[src/rtl/irqdist_pkg.sv]
package irqdist_pkg;

  typedef enum logic [2:0] {
    CMD_NOP      = 3'd0,
    CMD_ENABLE   = 3'd1,
    CMD_SET_DEST = 3'd2,
    CMD_SET_MODE = 3'd3,
    CMD_SET_MASK = 3'd4
  } cmd_code_e;

  typedef enum logic [1:0] {
    POL_ROTATE  = 2'd0,
    POL_BCAST   = 2'd1,
    POL_SINGLE  = 2'd2,
    POL_SINGLE3 = 2'd3
  } dist_pol_e;

  localparam int LVL_BIT    = 4;
  localparam int LOCAL_BASE = 24;
  localparam int DATA_W     = 32;

  typedef struct packed {
    logic enable;
    logic wrDest;
    logic wrMode;
    logic wrMask;
  } cfg_strobe_t;

endpackage

[src/rtl/irqdist_cmd_ctrl.sv]
module irqdist_cmd_ctrl
  import irqdist_pkg::*;
(
  input  logic        clk,
  input  logic        rst_n,
  input  logic        cmdValid,
  input  logic [2:0]  cmdCode,
  output cfg_strobe_t strobe,
  output logic        globalEn
);

  always_comb begin
    strobe = '0;
    if (cmdValid) begin
      unique case (cmd_code_e'(cmdCode))
        CMD_ENABLE:   strobe.enable = 1'b1;
        CMD_SET_DEST: strobe.wrDest = 1'b1;
        CMD_SET_MODE: strobe.wrMode = 1'b1;
        CMD_SET_MASK: strobe.wrMask = 1'b1;
        default:      strobe = '0;
      endcase
    end
  end

  always_ff @(posedge clk) begin
    if (!rst_n)             globalEn <= 1'b0;
    else if (strobe.enable) globalEn <= 1'b1;
  end

endmodule

[src/rtl/irqdist_lane.sv]
module irqdist_lane
  import irqdist_pkg::*;
#(
  parameter int NUM_CORES = 4
) (
  input  logic                 clk,
  input  logic                 rst_n,
  input  logic                 globalEn,
  input  logic                 wrDest,
  input  logic                 wrMode,
  input  logic                 wrMask,
  input  logic [NUM_CORES-1:0] destData,
  input  logic [1:0]           polData,
  input  logic                 lvlData,
  input  logic                 maskData,
  input  logic                 irqIn,
  input  logic [NUM_CORES-1:0] ackIn,
  output logic [NUM_CORES-1:0] laneOut,
  output logic [NUM_CORES-1:0] destQ,
  output logic [1:0]           polQ,
  output logic                 lvlQ,
  output logic                 maskQ
);

  localparam int CW = (NUM_CORES > 1) ? $clog2(NUM_CORES) : 1;
  localparam logic [NUM_CORES-1:0] ONE = {{(NUM_CORES-1){1'b0}}, 1'b1};

  logic                 prevIn;
  logic [CW-1:0]        rrQ;
  logic [CW-1:0]        rrPick;
  logic [NUM_CORES-1:0] pendQ;
  logic [NUM_CORES-1:0] pendNext;
  logic [NUM_CORES-1:0] target;
  logic [NUM_CORES-1:0] outNext;
  logic                 active;
  logic                 rise;

  function automatic logic [CW-1:0] nextCore(input logic [CW-1:0] cur,
                                             input logic [NUM_CORES-1:0] d);
    logic [CW-1:0] r;
    logic          found;
    r     = cur;
    found = 1'b0;
    for (int off = 1; off <= NUM_CORES; off++) begin
      int idx;
      idx = (int'(cur) + off) % NUM_CORES;
      if (!found && d[idx]) begin
        r     = CW'(idx);
        found = 1'b1;
      end
    end
    return r;
  endfunction

  assign active = globalEn & ~maskQ;
  assign rise   = irqIn & ~prevIn;

  always_comb begin
    rrPick = rrQ;
    if (active && rise && dist_pol_e'(polQ) == POL_ROTATE)
      rrPick = nextCore(rrQ, destQ);
    unique case (dist_pol_e'(polQ))
      POL_ROTATE: target = destQ & (ONE << rrPick);
      POL_BCAST:  target = destQ;
      default:    target = destQ & (~destQ + ONE);
    endcase
    pendNext = (pendQ & ~ackIn) | ({NUM_CORES{active & rise & ~lvlQ}} & target);
    if (lvlQ) outNext = {NUM_CORES{active & irqIn}} & target;
    else      outNext = {NUM_CORES{active}} & pendNext;
  end

  always_ff @(posedge clk) begin
    if (!rst_n) begin
      destQ   <= '0;
      polQ    <= POL_SINGLE;
      lvlQ    <= 1'b1;
      maskQ   <= 1'b1;
      prevIn  <= 1'b0;
      rrQ     <= CW'(NUM_CORES - 1);
      pendQ   <= '0;
      laneOut <= '0;
    end else begin
      if (wrDest) destQ <= destData;
      if (wrMode) begin
        polQ <= polData;
        lvlQ <= lvlData;
      end
      if (wrMask) maskQ <= maskData;
      prevIn  <= irqIn;
      rrQ     <= rrPick;
      pendQ   <= pendNext;
      laneOut <= outNext;
    end
  end

endmodule

[src/rtl/irqdist_datapath.sv]
module irqdist_datapath
  import irqdist_pkg::*;
#(
  parameter int NUM_IRQ   = 8,
  parameter int NUM_CORES = 4,
  localparam int IW = (NUM_IRQ > 1) ? $clog2(NUM_IRQ) : 1,
  localparam int TOT = NUM_IRQ * NUM_CORES
) (
  input  logic              clk,
  input  logic              rst_n,
  input  cfg_strobe_t       strobe,
  input  logic              globalEn,
  input  logic [IW-1:0]     cmdIndex,
  input  logic [DATA_W-1:0] cmdData,
  input  logic [NUM_IRQ-1:0] irqIn,
  input  logic [TOT-1:0]    ackIn,
  output logic [TOT-1:0]    coreIrq,
  output logic [TOT-1:0]    destFlat,
  output logic [2*NUM_IRQ-1:0] polFlat,
  output logic [NUM_IRQ-1:0] lvlVec,
  output logic [NUM_IRQ-1:0] maskVec
);

  logic unusedData;
  assign unusedData = ^cmdData;

  for (genvar i = 0; i < NUM_IRQ; i++) begin : g_lane
    logic                 hit;
    logic [NUM_CORES-1:0] laneAck;
    logic [NUM_CORES-1:0] laneOut;

    assign hit = (cmdIndex == IW'(i));

    for (genvar c = 0; c < NUM_CORES; c++) begin : g_core
      assign laneAck[c]             = ackIn[c*NUM_IRQ + i];
      assign coreIrq[c*NUM_IRQ + i] = laneOut[c];
    end

    irqdist_lane #(.NUM_CORES(NUM_CORES)) u_lane (
      .clk      (clk),
      .rst_n    (rst_n),
      .globalEn (globalEn),
      .wrDest   (strobe.wrDest & hit),
      .wrMode   (strobe.wrMode & hit),
      .wrMask   (strobe.wrMask & hit),
      .destData (cmdData[NUM_CORES-1:0]),
      .polData  (cmdData[1:0]),
      .lvlData  (cmdData[LVL_BIT]),
      .maskData (cmdData[0]),
      .irqIn    (irqIn[i]),
      .ackIn    (laneAck),
      .laneOut  (laneOut),
      .destQ    (destFlat[i*NUM_CORES +: NUM_CORES]),
      .polQ     (polFlat[2*i +: 2]),
      .lvlQ     (lvlVec[i]),
      .maskQ    (maskVec[i])
    );
  end

endmodule

[src/rtl/shared_irq_router.sv]
module shared_irq_router
  import irqdist_pkg::*;
#(
  parameter int NUM_IRQ   = 8,
  parameter int NUM_CORES = 4,
  localparam int IW = (NUM_IRQ > 1) ? $clog2(NUM_IRQ) : 1,
  localparam int TOT = NUM_IRQ * NUM_CORES
) (
  input  logic               clk,
  input  logic               rst_n,
  input  logic               cmdValid,
  input  logic [2:0]         cmdCode,
  input  logic [IW-1:0]      cmdIndex,
  input  logic [31:0]        cmdData,
  input  logic [NUM_IRQ-1:0] irqIn,
  input  logic [TOT-1:0]     ackIn,
  output logic [TOT-1:0]     coreIrq
);

  cfg_strobe_t           strobe;
  logic                  globalEn;
  logic [TOT-1:0]        destFlat;
  logic [2*NUM_IRQ-1:0]  polFlat;
  logic [NUM_IRQ-1:0]    lvlVec;
  logic [NUM_IRQ-1:0]    maskVec;

  irqdist_cmd_ctrl u_ctrl (
    .clk      (clk),
    .rst_n    (rst_n),
    .cmdValid (cmdValid),
    .cmdCode  (cmdCode),
    .strobe   (strobe),
    .globalEn (globalEn)
  );

  irqdist_datapath #(.NUM_IRQ(NUM_IRQ), .NUM_CORES(NUM_CORES)) u_dp (
    .clk      (clk),
    .rst_n    (rst_n),
    .strobe   (strobe),
    .globalEn (globalEn),
    .cmdIndex (cmdIndex),
    .cmdData  (cmdData),
    .irqIn    (irqIn),
    .ackIn    (ackIn),
    .coreIrq  (coreIrq),
    .destFlat (destFlat),
    .polFlat  (polFlat),
    .lvlVec   (lvlVec),
    .maskVec  (maskVec)
  );

endmodule

[config.mk]
export PLATFORM = sky130hd
export DESIGN_NAME = shared_irq_router
export DESIGN_NICKNAME = d
export VERILOG_FILES = /design/src/rtl/irqdist_pkg.sv /design/src/rtl/irqdist_cmd_ctrl.sv /design/src/rtl/irqdist_lane.sv /design/src/rtl/irqdist_datapath.sv /design/src/rtl/shared_irq_router.sv
export SDC_FILE = /design/constraint.sdc
export NUM_CORES = 1
export LEC_CHECK = 0
export BUFFER_PORTS_ARGS = -buffer_cell sky130_fd_sc_hd__buf_4
export CAP_MARGIN = 20
export CORE_ASPECT_RATIO = 0.5
export CORE_UTILIZATION = 52
export CTS_CLUSTER_DIAMETER = 60
export DETAILED_ROUTE_END_ITERATION = 7
export PLACE_DENSITY = 0.76
export REMOVE_ABC_BUFFERS = 1
export SKIP_LAST_GASP = 1
export SYNTH_ARGS = -nofsm -noshare
export SYNTH_HDL_FRONTEND = slang
export SYNTH_SLANG_ARGS = --single-unit
[constraint.sdc]
create_clock -name clk -period 2.35 [get_ports clk]
set_clock_uncertainty 0.2 [all_clocks]
set_input_delay 0.235 -clock clk [delete_from_list [all_inputs] [get_ports clk]]
set_output_delay 0.235 -clock clk [all_outputs]
set_load 0.005 [all_outputs]
==> summary.md <==
| Metric | Value |
|---|---|
| Syn Inst Count | `1020` |
| Syn-to-layout area delta | `32.4%` |
| Library cells used by synthesis | `86` |
| Final wirelength | `22900 um` |
| Post-Place Worst Slack | `-61.8 ps` |
| Mapped Avg Cell Area | `8.00 um2` |
| Sequential share of the synthesized area | `0.375` |
| Synth warn | `0` |
| Worst slew pin tran | `554 ps` |
| Net Sw Power | `1280 uW` |
| Chip Height | `90.6 um` |
| Drt pass-1 iters | `7` |
| Setup-failing EPs final | `0` |
| Chip width | `179 um` |
| Site row count | `31` |
| GRT Total Usage | `0.284` |
| Full die area | `16200 um2` |
| Final-report hold violation count | `0` |
| Async SR Flop Fraction | `0` |
| Gate power share | `0.054` |
| Worst reg-to-reg setup slack | `7 ps` |
| Io pins | `113` |
| Max-Cap Viols | `0` |
| Top FF cell, synth | `dfxtp_1` |
| RSZ-0062 raised after global routing | `true` |
| Final ANT Viol Nets | `0` |
| Leading cell type in the layout, fill and taps excluded | `buf_4` |
| DRC Markers | `4` |
| DPL Wire Length | `14900 um` |
| # diodes | `0` |
| Power per Cell Area | `548 nW/um2` |
| Via density | `5.96` |
| CTS tree | `built` |
| Final cycle utilization of the critical path | `0.997` |
| Fin nets | `1279` |
| Critical Path Sink Type | `register` |
| Hold slack | `8.36 ps` |
| Clock sink count | `153` |
| Clock Pin Slew Worst Setup and Hold Paths | `60 ps` |
| H-tree depth | `4` |
| Fin cells | `1399` |
| Tmin final | `2340 ps` |
| Vias in the first global route | `8006` |
| IO Port Bufs | `85` |
| Placed cells | `1316` |
| Number of synthesized flops with an enable pin | `0` |
| Switching Share | `0.216` |
| Mapped Area | `8160 um2` |
| Routed met1 length | `10100 um` |
| Crit start category | `register` |
| Worst setup path class | `reg -> reg` |
| FMAX | `427 MHz` |
| Setup TNS | `0 ps` |
| Initial Util | `0.548` |
| Vias | `8340` |
| Hold Path Class | `in -> reg` |
| Core Footprint | `14900 um2` |
| Clk pwr share | `0.504` |
| CTS Buf Count | `17` |
| Wire per inst | `16.3 um` |
| Reg power frac | `0.442` |
| RD Place Congestion | `0.894` |
| Layout cells sized above 1 | `0.237` |
| Headroom to the max-slew limit | `0.627` |
| Clk buf depth | `2` |
| Number of synthesized register bits | `153` |
| Final WS setup | `6.69 ps` |
| Drt initial violations | `747` |
| Failing checks | `design-rule violations` |
| Arrival time worst endpoint | `2470 ps` |
| Met3 routed WL | `1330 um` |
| Antenna violations before repair | `0` |
| Largest net degree at the start of global routing | `43` |
| Top layer in use | `met4` |
| Commonest non-fill, non-tap cells in the layout | `176 x buf_4, 145 x dfxtp_1, 108 x nand2_1` |
| WP data required | `2480 ps` |
| Clk Latency, worst-skew pair | `420 ps` |
| Metal2 WL | `11000 um` |
| Slew Limit Fails | `0` |
| First-pass GRT wire length | `37500 um` |
| Status | `finished with violations` |
| Overflow after GRT | `0` |
| Crit-path max FO | `4` |
| Root Buffer | `clkbuf_16` |
| Pint | `4640 uW` |
| Maximum VDD drop | `0.532 mV` |
| LEAKAGE | `0.00404 uW` |
## per-stage QoR
step | utilization | instance area [um2] | total power [uW]
after detailed placement | 0.629 | 9370 | 2920
after global placement | 0.629 | 9370 | 2920
after CTS | 0.704 | 10500 | 5940
after floorplan | - | 7840 | 2750
after global routing | 0.725 | 10800 | 6110
final | 0.725 | 10800 | 5920
## Yosys cell counts, drive strengths merged, types with 4 or more instances
master,number,share of area
and2,8,0.0061
nor3b,14,0.013
a31o,4,0.0043
o21a,10,0.0092
nor2,84,0.039
nor3,13,0.0080
buf,10,0.0087
o211ai,4,0.0037
a41oi,4,0.0043
a32o,5,0.0061
o22ai,14,0.011
nand2,108,0.050
a21oi,56,0.035
a311oi,4,0.0043
a21boi,9,0.0083
or3,7,0.0054
or2,12,0.0092
and3,8,0.0061
clkbuf,60,0.029
ha,8,0.012
o32ai,23,0.025
inv,49,0.023
nand2b,33,0.025
nor4,9,0.0069
nand4bb,6,0.0083
nand3,70,0.043
a211oi,7,0.0064
mux2i,25,0.031
nand3b,13,0.012
nor2b,24,0.018
nor4b,4,0.0061
a31oi,19,0.015
o31a,4,0.0044
nor4bb,8,0.0098
dfxtp,153,0.38
o31ai,18,0.017
a22oi,4,0.0037
o21ai,48,0.029
## critical path: stages, from the launching register on
cell and delay [ps]:
dfxtp_1 310, or4b_1 530, o31a_2 150, o311ai_4 370, mux2i_2 370, a21oi_2 100, o32ai_1 230
## kinds of logic after synthesis
group           after synthesis  synth area share
compound gates              269             0.228
xor+xnor                      2           0.00215
buf+inv                     121            0.0618
fa+ha+maj                     8            0.0123
simple gates                439             0.286
mux                          28            0.0348
flops                       153             0.375
## flip-flops by register name (all words and copies together), names as in the netlist
name	flops
u_dp.g_lane.u_lane.maskQ	8
u_dp.g_lane.u_lane.lvlQ	8
u_dp.g_lane.u_lane.destQ	32
u_ctrl.globalEn	1
u_dp.g_lane.u_lane.laneOut	32
u_dp.g_lane.u_lane.rrQ	16
u_dp.g_lane.u_lane.pendQ	32
u_dp.g_lane.u_lane.polQ	16
u_dp.g_lane.u_lane.prevIn	8
## layout make-up
type / count / area, um2
Tap cell: 198 / 248
Timing Repair Buffer: 222 / 1790
Sequential cell: 153 / 3080
Multi-Input combinational cell: 746 / 4870
Inverter: 50 / 188
Fill cell: 1144 / 4090
Clock buffer: 18 / 429
Clock inverter: 12 / 201
## metal layers
layer | global-route usage | up-vias
met2 | 0.477 | 273
li1 | - | 4050
met3 | 0.0484 | 51
met1 | 0.369 | 3966
met5 | 0 | -
met4 | 0.0896 | 0
## path summary, 6_finish.rpt
| path | start | to | depth (start not counted) |
|---|---|---|---|
| hold / removal | ackIn[21] | u_dp.g_lane[5].u_lane.pendQ[2] | 3 |
| hold reg to reg | u_dp.g_lane[4].u_lane.polQ[0] | u_dp.g_lane[4].u_lane.polQ[0] | 2 |
| setup reg to reg | u_dp.g_lane[1].u_lane.destQ[3] | u_dp.g_lane[1].u_lane.laneOut[2] | 6 |
| setup / recovery | u_dp.g_lane[1].u_lane.destQ[3] | u_dp.g_lane[1].u_lane.laneOut[2] | 6 |
## power groups by stage
stage / Sequential, uW / Combinational, uW / Clock, uW
2_1_floorplan: 2680 / 77.9 / 0
3_3_place_gp: 2680 / 243 / 0
3_5_place_dp: 2680 / 249 / 0
4_1_cts: 2620 / 309 / 3010
5_1_grt: 2620 / 341 / 3150
6_report: 2620 / 319 / 2980
## what timing repair did
item                                    in CTS  in global routing
pin swaps                                    2                 19
hold buffers                                45                  0
resized for setup                            9                 57
buffers inserted                             0                  8
endpoints found under the setup margin      21                 52
hold endpoints to repair                    92                  0
Note: power is estimated with default switching activity, not from simulation.
